## src/rtl/irq_dist_pkg.sv

```systemverilog
package irq_dist_pkg;

    // Encoding is {active, pending}
    typedef enum logic [1:0] {
        LS_IDLE = 2'b00,
        LS_PEND = 2'b01,
        LS_ACT  = 2'b10,
        LS_PACT = 2'b11
    } line_st_t;

    typedef enum logic {
        RUN_FREE = 1'b0,
        RUN_HELD = 1'b1
    } run_st_t;

endpackage

```

## src/rtl/irq_line_fsm.sv

```systemverilog
module irq_line_fsm
    import irq_dist_pkg::*;
(
    input  logic clk,
    input  logic rst_n,
    input  logic edge_mode,
    input  logic raw_in,
    input  logic ack_hit,
    input  logic set_act,
    input  logic deact,
    output logic is_pend,
    output logic is_act
);

    line_st_t st_q;
    line_st_t st_d;
    logic     prev_q;
    logic     edge_evt;
    logic     pin;
    logic     p_n;
    logic     a_n;

    assign edge_evt = raw_in && !prev_q;
    assign pin      = edge_mode ? edge_evt : raw_in;

    // state register
    always_ff @(posedge clk) begin
        if (!rst_n) begin
            st_q   <= LS_IDLE;
            prev_q <= 1'b0;
        end else begin
            st_q   <= st_d;
            prev_q <= raw_in;
        end
    end

    // next state
    always_comb begin
        p_n = 1'b0;
        a_n = 1'b0;
        unique case (st_q)
            LS_IDLE: begin
                p_n = pin;
                a_n = set_act;
            end
            LS_PEND: begin
                p_n = edge_mode ? (!ack_hit || edge_evt) : raw_in;
                a_n = ack_hit || set_act;
            end
            LS_ACT: begin
                p_n = pin;
                a_n = !deact || set_act;
            end
            LS_PACT: begin
                p_n = edge_mode ? 1'b1 : raw_in;
                a_n = !deact || set_act;
            end
        endcase
        st_d = line_st_t'({a_n, p_n});
    end

    // outputs
    always_comb begin
        is_pend = (st_q == LS_PEND) || (st_q == LS_PACT);
        is_act  = (st_q == LS_ACT)  || (st_q == LS_PACT);
    end


    lvl_track_chk: assert property (@(posedge clk) disable iff (!rst_n)
        (!edge_mode && raw_in) |=> is_pend);


    pact_deact_chk: assert property (@(posedge clk) disable iff (!rst_n)
        (st_q == LS_PACT && edge_mode && deact && !set_act) |=> (st_q == LS_PEND));


    edge_on_act_chk: assert property (@(posedge clk) disable iff (!rst_n)
        (edge_mode && is_act && edge_evt && !deact) |=> (st_q == LS_PACT));


    idle_deact_chk: assert property (@(posedge clk) disable iff (!rst_n)
        (st_q == LS_IDLE && deact && !set_act && !pin) |=> (st_q == LS_IDLE));


    ack_to_act_chk: assert property (@(posedge clk) disable iff (!rst_n)
        ack_hit |=> is_act);

endmodule

```

## src/rtl/irq_pick_low.sv

```systemverilog
module irq_pick_low #(
    parameter int N_LINES = 8,
    localparam int IDW = $clog2(N_LINES)
) (
    input  logic [N_LINES-1:0] req,
    output logic               found,
    output logic [IDW-1:0]     sel
);

    always_comb begin
        found = 1'b0;
        sel   = '0;
        for (int i = N_LINES - 1; i >= 0; i--) begin
            if (req[i]) begin
                found = 1'b1;
                sel   = IDW'(i);
            end
        end
    end


    pick_valid_chk: assert final (!found || req[sel]);

endmodule

```

## src/rtl/irq_run_tracker.sv

```systemverilog
module irq_run_tracker
    import irq_dist_pkg::*;
(
    input  logic clk,
    input  logic rst_n,
    input  logic take,
    input  logic eoi,
    output logic busy
);

    run_st_t st_q;
    run_st_t st_d;

    always_ff @(posedge clk) begin
        if (!rst_n) st_q <= RUN_FREE;
        else        st_q <= st_d;
    end

    always_comb begin
        st_d = st_q;
        unique case (st_q)
            RUN_FREE: if (take) st_d = RUN_HELD;
            RUN_HELD: if (eoi)  st_d = RUN_FREE;
        endcase
    end

    always_comb busy = (st_q == RUN_HELD);


    eoi_drop_chk: assert property (@(posedge clk) disable iff (!rst_n)
        (eoi && !take) |=> !busy);


    take_hold_chk: assert property (@(posedge clk) disable iff (!rst_n)
        take |=> busy);

endmodule

```

## src/rtl/irq_line_dist.sv

```systemverilog
module irq_line_dist #(
    parameter int N_LINES = 8,
    localparam int IDW = $clog2(N_LINES)
) (
    input  logic               clk,
    input  logic               rst_n,
    input  logic [N_LINES-1:0] irq_in,
    input  logic [N_LINES-1:0] trig_edge,
    input  logic               ack,
    input  logic               eoi,
    input  logic               set_act_valid,
    input  logic [IDW-1:0]     set_act_id,
    input  logic               deact_valid,
    input  logic [IDW-1:0]     deact_id,
    output logic               cpu_irq,
    output logic [IDW-1:0]     cpu_id,
    output logic               prio_busy,
    output logic [N_LINES-1:0] pend_vec,
    output logic [N_LINES-1:0] act_vec
);

    logic [N_LINES-1:0] eligible;
    logic               found;
    logic [IDW-1:0]     sel;
    logic               ack_ok;

    assign eligible = pend_vec & ~act_vec;
    assign cpu_irq  = found && !prio_busy;
    assign cpu_id   = found ? sel : '0;
    assign ack_ok   = ack && cpu_irq;

    for (genvar g = 0; g < N_LINES; g++) begin : g_line
        irq_line_fsm u_line (
            .clk       (clk),
            .rst_n     (rst_n),
            .edge_mode (trig_edge[g]),
            .raw_in    (irq_in[g]),
            .ack_hit   (ack_ok && (sel == IDW'(g))),
            .set_act   (set_act_valid && (set_act_id == IDW'(g))),
            .deact     (deact_valid && (deact_id == IDW'(g))),
            .is_pend   (pend_vec[g]),
            .is_act    (act_vec[g])
        );
    end

    irq_pick_low #(.N_LINES(N_LINES)) u_pick (
        .req   (eligible),
        .found (found),
        .sel   (sel)
    );

    irq_run_tracker u_run (
        .clk   (clk),
        .rst_n (rst_n),
        .take  (ack_ok),
        .eoi   (eoi),
        .busy  (prio_busy)
    );


    no_active_signal_chk: assert property (@(posedge clk) disable iff (!rst_n)
        cpu_irq |-> !act_vec[cpu_id]);


    busy_masks_chk: assert property (@(posedge clk) disable iff (!rst_n)
        prio_busy |-> !cpu_irq);


    set_act_chk: assert property (@(posedge clk) disable iff (!rst_n)
        set_act_valid |=> act_vec[$past(set_act_id)]);


    reset_clear_chk: assert property (@(posedge clk)
        !rst_n |=> (act_vec == '0 && pend_vec == '0 && !prio_busy));

endmodule

```

## config.mk

```make
export PLATFORM = sky130hd
export DESIGN_NAME = irq_line_dist
export DESIGN_NICKNAME = d
export VERILOG_FILES = /design/src/rtl/irq_dist_pkg.sv /design/src/rtl/irq_line_fsm.sv /design/src/rtl/irq_pick_low.sv /design/src/rtl/irq_run_tracker.sv /design/src/rtl/irq_line_dist.sv
export SDC_FILE = /design/constraint.sdc
export NUM_CORES = 1
export LEC_CHECK = 0
export ABC_AREA = 1
export BUFFER_PORTS_ARGS = -buffer_cell sky130_fd_sc_hd__clkbuf_2
export CORE_ASPECT_RATIO = 1.5
export CORE_MARGIN = 2
export CORE_UTILIZATION = 33
export CTS_CLUSTER_SIZE = 14
export DETAILED_ROUTE_END_ITERATION = 10
export HOLD_SLACK_MARGIN = 0.12
export MAX_ROUTING_LAYER = met4
export PLACE_DENSITY = 0.61
export REMOVE_ABC_BUFFERS = 1
export SYNTH_ARGS = -nofsm -noshare
export SYNTH_HDL_FRONTEND = slang
export SYNTH_SLANG_ARGS = --single-unit
```

## constraint.sdc

```tcl
create_clock -name clk -period 1.5 [get_ports clk]
set_clock_uncertainty 0.05 [all_clocks]
set_input_delay 0.3 -clock clk [delete_from_list [all_inputs] [get_ports clk]]
set_output_delay 0.3 -clock clk [all_outputs]
set_load 0.005 [all_outputs]
```

==> results.py, run 1 <==
metrics = {
    "synthesis": {
        "synth_edf_count": 0,
        "synthCells": 248,
        "synth.area.top_cells": "dfxtp_1, nand2_1, inv_1",
        "ys_seq_elements": 25,
        "yosys.cell_types.count": 27,
        "netlist.area_leader.share_pct": 30.70,
        "synth-main-ff-cell": "dfxtp_1",
        "avgSynthCellArea_sq_um": 6.574,
        "synth_seq_area_share_pct": 30.70,
        "synth_common_cells": "nand2_1, inv_1, dfxtp_1, buf_4, clkbuf_1",
        "syn-cell-area_sq_um": 1630,
        "ys_async_sr_fraction_pct": 0,
        "yosysMostFrequentCell": "nand2_1",
        "synth_top_cell_by_area": "dfxtp_1",
        "ys_warn_count": 0,
    },
    "clock_network": {
        "cts_buffers": 3,
        "holdBufCountCts": 0,
        "path_clk_slew_ns": 0.09,
        "clkSinkCount": 25,
        "cts_buffer_depth": 2,
        "cts-root-buf": "clkbuf_8",
        "htreeDepth": 1,
        "clk_latency_ns": 0.28,
        "cts_tree": "done",
    },
    "sta": {
        "grt_setup_unrepaired": "yes",
        "slew_headroom_pct": 64.21,
        "final_hold_viol_count": 0,
        "final-setup-viol-count": 13,
        "post-route-period-util_pct": 111.6,
        "drv_slew": 0,
        "hold_slack_ns": 0.1806,
        "finalWorstSetupSlack_ns": -0.1743,
        "fin_crit_ns": 1.674,
        "tightest_slew_ns": 0.5363,
        "fmax_mhz": 597.3,
    },
    "routing": {
        "drt_wl_total_um": 4137,
        "via_per_inst": 4.428,
        "dr.first_iter.drc_count": 67,
        "antenna_left": 0,
        "avgRoutedWirePerCell_um": 11.27,
        "dr.pass1.iters": 4,
        "route.detailed.drc": 0,
        "vias": 1625,
    },
    "die": {
        "core_sq_um": 4810,
        "die_x_um": 61.39,
        "initial_core_util_pct": 33.90,
        "fp.dieH_um": 90.09,
        "io_pins": 49,
        "placementRows": 31,
        "dieArea_sq_um": 5530,
    },
    "critical_path": {
        "cp.required_ns": 1.15,
        "worstSetupEndpointType": "primary output",
        "crit_type": "flop to primary output",
        "cp-start-kind": "flop",
        "slowest_stage": "dfxtp_2",
        "critPathMaxFanout": 3,
        "cpMostUsedCell": "nand2_4",
        "crit_arrival_ns": 1.32,
        "cpPeakStageDelay_ns": 0.36,
        "path_cells": "inv_2 > nor2_2 > nand2_1 > nand2_1 > nand2_2 > nand2_2 > nand2_4 > nand2_4 > nand2_4 > inv_4 > clkbuf_2",
        "critPathTopFamily": "simple AND/OR/NAND/NOR gates",
        "rr_startpoint": "g_line[6].u_line.st_q[0]",
        "critPathBufInv": 3,
        "r2r_end": "g_line[6].u_line.st_q[0]",
        "ff2ff_path_depth": 15,
        "r2r_slack_ns": -0.14,
    },
    "outcome": {
        "status": "complete, but fails checks",
        "failed_checks": "setup timing",
    },
    "hold_path": {
        "hold_depth": 3,
        "min_from": "irq_in[7]",
        "hold_path_class": "input pin to flop",
        "whs_endpoint": "g_line[7].u_line.prev_q",
    },
    "placed_design": {
        "dpl.cell_count": 350,
        "gp_congestion": 0.8340,
        "dpl_cell_area_sq_um": 1918,
        "place_hpwl_um": 3174,
        "port_buffers": 48,
    },
    "global_route": {
        "grt_pass1_wl_um": 6437,
        "grt_start_max_net_pins": 14,
        "grt-ovfl-total": 0,
        "grt_pass1_vias": 1522,
        "grtUsageTotal_pct": 15.50,
        "antenna_found_initial": 0,
    },
    "finish": {
        "nets": 330,
        "final_cell_area_sq_um": 2182,
        "drive_gt1_share_pct": 49.50,
        "stdcell_count": 367,
        "antenna_cells": 0,
        "area_growth_pct": 33.84,
    },
    "power": {
        "p_leak_nw": 1.147,
        "powerDensity_nw_per_um2": 891.7,
        "max-vdd-ir-drop_uv": 347.2,
    },
    "run": {
        "timing.max_cap.violations": 0,
    },
}
-- cell usage in the layout, fill, tap and decap left out, types with 2 or more instances in the layout --
cell type   n
a21oi_1     3
a21oi_2     4
a31oi_1     9
buf_2       2
buf_4      31
buf_6       4
clkbuf_2   46
clkbuf_8    3
dfxtp_1    12
dfxtp_2    12
inv_1      33
inv_2      11
inv_4       2
nand2_1    64
nand2_2    12
nand2_4     8
nand3_1     2
nand3_2     3
nand4_1     3
nor2_1      5
nor2_2      2
o211ai_1    4
o21ai_0    12
o31ai_1     4
-- tightest hold or removal path: stages --
cell      delay [ns]
clkbuf_2        0.10
nand2_1         0.05
inv_1           0.04
-- worst max path at each step --
| stage | depth (start not counted) | slack [ns] | startpoint | to |
|---|---|---|---|---|
| after floorplan | 11 | 0.14 | g_line[2].u_line.st_q[1] | g_line[5].u_line.st_q[0] |
| after global placement | 12 | 0.05 | g_line[4].u_line.st_q[0] | g_line[6].u_line.st_q[0] |
| after detailed placement | 12 | 0.04 | g_line[4].u_line.st_q[0] | g_line[6].u_line.st_q[0] |
| after CTS | 11 | -0.19 | g_line[7].u_line.st_q[0] | cpu_id[0] |
| after global routing | 7 | -0.24 | g_line[6].u_line.st_q[0] | cpu_id[2] |
| final | 11 | -0.17 | g_line[7].u_line.st_q[0] | cpu_id[0] |
-- sequential cells by signal, indices dropped and copies added (netlist names) --
signal,count
g_line.u_line.st_q,16
u_run.busy,1
g_line.u_line.prev_q,8
-- where the power goes --
group	switching, mW	total [mW]	internal (mW)	leakage, nW
sequential	0.0372	0.759	0.722	0.212
clock	0.231	0.422	0.191	0.0228
combinational	0.401	0.765	0.364	0.912
-- final cells by class --
| type | count | area (sq um) |
|---|---|---|
| tap | 66 | 82.58 |
| multi-input combinational | 143 | 839.6 |
| clock buffer | 4 | 45.04 |
| inverter | 46 | 177.7 |
| fill | 516 | 2628 |
| sequential | 25 | 519.2 |
| timing repair buffer | 83 | 518.0 |
-- stage by stage --
step	worst slack [ns]	utilization [%]	setup TNS, ns	total power, mW
floorplan	0.1428	-	0	1.089
global placement	0.04671	39.88	0	1.354
detailed placement	0.04164	39.88	0	1.359
CTS	-0.1901	42.72	-0.7279	1.862
global route	-0.2408	45.37	-2.855	2.064
finish	-0.1743	45.37	-1.179	1.946
-- repair_timing --
item / CTS / global route
pin swaps: 7 / 17
endpoints found under the setup margin: 4 / 17
resized for setup: 20 / 25
setup buffers: 7 / 6
-- layer usage --
metal | up-vias | global-route usage (%) | wire length (um)
met3 | 7 | 1.727 | 140
met4 | 0 | 5.851 | 85
met2 | 34 | 26.15 | 2187
met1 | 732 | 18.16 | 1723
met5 | - | - | 0
li1 | 852 | - | -
-- kinds of logic (layout without fill, tap and decap cells) --
| group | count (synthesis) | after routing | share of synthesized area, % |
|---|---|---|---|
| and+or+nand+nor | 103 | 103 | 30.39 |
| buffers and inverters | 80 | 133 | 23.02 |
| AOI/OAI and AO/OA | 40 | 40 | 15.89 |
| DFF | 25 | 25 | 30.70 |
No activity file was read; power rests on OpenSTA's default activity.
==> run 2, diff against run 1 <==
--- a/config.mk
+++ b/config.mk
@@ -11,3 +11,3 @@
 export CORE_MARGIN = 2
-export CORE_UTILIZATION = 33
+export CORE_UTILIZATION = 36
 export CTS_CLUSTER_SIZE = 14
@@ -16,3 +16,3 @@
 export MAX_ROUTING_LAYER = met4
-export PLACE_DENSITY = 0.61
+export PLACE_DENSITY = 0.65
 export REMOVE_ABC_BUFFERS = 1
==> constraint.sdc (replaced) <==
create_clock -name clk -period 2.09 [get_ports clk]
set_clock_uncertainty 0.05 [all_clocks]
set_input_delay 0.1045 -clock clk [delete_from_list [all_inputs] [get_ports clk]]
set_output_delay 0.1045 -clock clk [all_outputs]
set_load 0.005 [all_outputs]
==> run 2 against run 1 <==
The run ends with DRC left. Die area fell by 7.9%. Clock power fell by 29%. Setup slack improved by 0.47 ns. Cell count fell by 11%. Power fell by 37%.
==> results.py, run 2 (same netlist as run 1, synthesis figures left out) <==
metrics = {
    "outcome": {
        "status": "complete, but fails checks",
        "failed_checks": "DRC",
    },
    "finish": {
        "area_growth_pct": 17.57,
        "final_core_util_pct": 43.28,
        "nets": 309,
        "multi_input_comb_area_sq_um": 754.5,
        "seqCellArea_sq_um": 500.5,
        "antenna_cells": 0,
        "layout_common_cells": "nand2_1, clkbuf_2, inv_1",
        "mostFrequentLayoutCell": "nand2_1",
        "top_register": "g_line.u_line.st_q",
        "fillCellCount": 471,
        "largest_register_ffs": 16,
        "drive_gt1_share_pct": 30.36,
        "final_cell_area_sq_um": 1917,
    },
    "routing": {
        "route.detailed.drc": 2,
        "vias": 1498,
        "avgRoutedWirePerCell_um": 10.99,
        "drt_wl_total_um": 3604,
        "via_per_inst": 4.567,
        "dr.pass1.iters": 7,
        "antenna_left": 0,
        "dr.first_iter.drc_count": 31,
    },
    "global_route": {
        "grt.busiest_layer": "met2",
        "met2_usage_pct": 28.69,
        "use_met3_pct": 2.388,
        "grt-ovfl-total": 0,
        "grt_pass1_vias": 1468,
        "grt_pass1_wl_um": 6065,
        "grt_start_max_net_pins": 15,
        "antenna_found_initial": 0,
        "grtUsageTotal_pct": 15.78,
        "use_met1_pct": 16.64,
    },
    "die": {
        "die_x_um": 58.95,
        "dieArea_sq_um": 5094,
        "fp.dieH_um": 86.42,
        "io_pins": 49,
        "placementRows": 30,
        "initial_core_util_pct": 36.81,
        "core_sq_um": 4429,
    },
    "placed_design": {
        "gp_congestion": 0.8301,
        "place_hpwl_um": 2857,
        "pre_cts_slack_ns": 0.5275,
        "port_buffers": 48,
        "dpl_cell_area_sq_um": 1730,
    },
    "clock_network": {
        "cts-root-buf": "clkbuf_8",
        "clkSinkCount": 25,
        "cts_buffer_depth": 2,
        "clk_latency_ns": 0.28,
        "cts_tree": "done",
        "cts_buffers": 3,
        "postCtsSetupBuffers": 0,
        "htreeDepth": 1,
        "path_clk_slew_ns": 0.09,
    },
    "sta": {
        "hold_slack_ns": 0.1200,
        "finalWorstSetupSlack_ns": 0.2992,
        "fin_crit_ns": 1.791,
        "post-route-period-util_pct": 85.68,
        "grt_setup_unrepaired": "no",
        "final-setup-viol-count": 0,
        "fin_tns_setup_ns": 0,
        "drv_slew": 0,
        "final_hold_viol_count": 0,
        "fmax_mhz": 558.4,
        "tightest_slew_ns": 0.4694,
        "slew_headroom_pct": 68.67,
    },
    "critical_path": {
        "worstSetupEndpointType": "flop",
        "critPathMaxFanout": 4,
        "r2r_end": "u_run.busy",
        "setup.worst_path.start": "g_line[5].u_line.st_q[0]",
        "crit_type": "flop to flop",
        "r2r_slack_ns": 0.30,
        "cp-start-kind": "flop",
        "cp.required_ns": 2.27,
        "rr_startpoint": "g_line[5].u_line.st_q[0]",
        "cp-endpoint": "u_run.busy",
        "crit_arrival_ns": 1.97,
        "ff2ff_path_depth": 9,
    },
    "power": {
        "p_leak_nw": 1.016,
        "max-vdd-ir-drop_uv": 265.2,
        "powerDensity_nw_per_um2": 635.4,
    },
    "hold_path": {
        "hold_depth": 5,
        "hold_path_class": "input pin to flop",
    },
    "run": {
        "timing.max_cap.violations": 0,
    },
}
==> run 2: changes by cell type in the layout (fill, tap and decap cells not counted), sizes merged <==
cell | before | now
buf | 37 | 0
dlygate4sd3 | 0 | 14
clkinv | 0 | 1
clkbuf | 50 | 51
==> run 2: layer usage <==
| layer | wire length [um] | vias up |
|---|---|---|
| li1 | - | 805 |
| met1 | 1466 | 661 |
| met2 | 1917 | 25 |
| met3 | 155 | 7 |
| met4 | 64 | 0 |
| met5 | 0 | - |
==> run 2: final cells by class <==
cell class,instances,area share (%)
multi-input combinational,143,39.36
sequential,25,26.11
clock buffer,3,2.154
inverter,46,9.138
tap,48,3.133
clock inverter,1,0.2611
timing repair buffer,62,19.84
==> run 2: power by group <==
part	switching, mW	internal, mW	total [mW]
combinational	0.215	0.155	0.370
clock	0.164	0.134	0.298
sequential	0.0357	0.514	0.550
==> run 2: through the flow <==
step                      power (mW)  cells
after floorplan               0.7818    214
after global placement        0.9074    310
after detailed placement      0.9126    310
after CTS                      1.228    328
after global routing           1.292    328
final                          1.218    328
==> run 2: worst max-delay path: stages, from the launching register on <==
cell	delay, ns
dfxtp_1	0.40
nand2_2	0.08
nand2_1	0.10
inv_1	0.05
nand2_1	0.09
inv_1	0.06
a21oi_1	0.17
nand2_1	0.07
a21oi_1	0.12
dlygate4sd3_1	0.56
==> run 2: worst min-delay path by stage <==
| stage | endpoint | start |
|---|---|---|
| 2_1_floorplan | g_line[0].u_line.prev_q | irq_in[0] |
| 3_3_place_gp | g_line[0].u_line.prev_q | irq_in[0] |
| 3_5_place_dp | g_line[2].u_line.prev_q | irq_in[2] |
| 4_1_cts | g_line[5].u_line.st_q[0] | trig_edge[5] |
| 5_1_grt | g_line[5].u_line.st_q[0] | trig_edge[5] |
| 6_report | g_line[0].u_line.st_q[0] | trig_edge[0] |
==> run 2: what timing repair did <==
item / CTS / global route
gates resized for setup: 0 / 0
hold buffers: 14 / 0
endpoints found under the setup margin: 0 / 0
endpoints found under the hold margin: 13 / 0
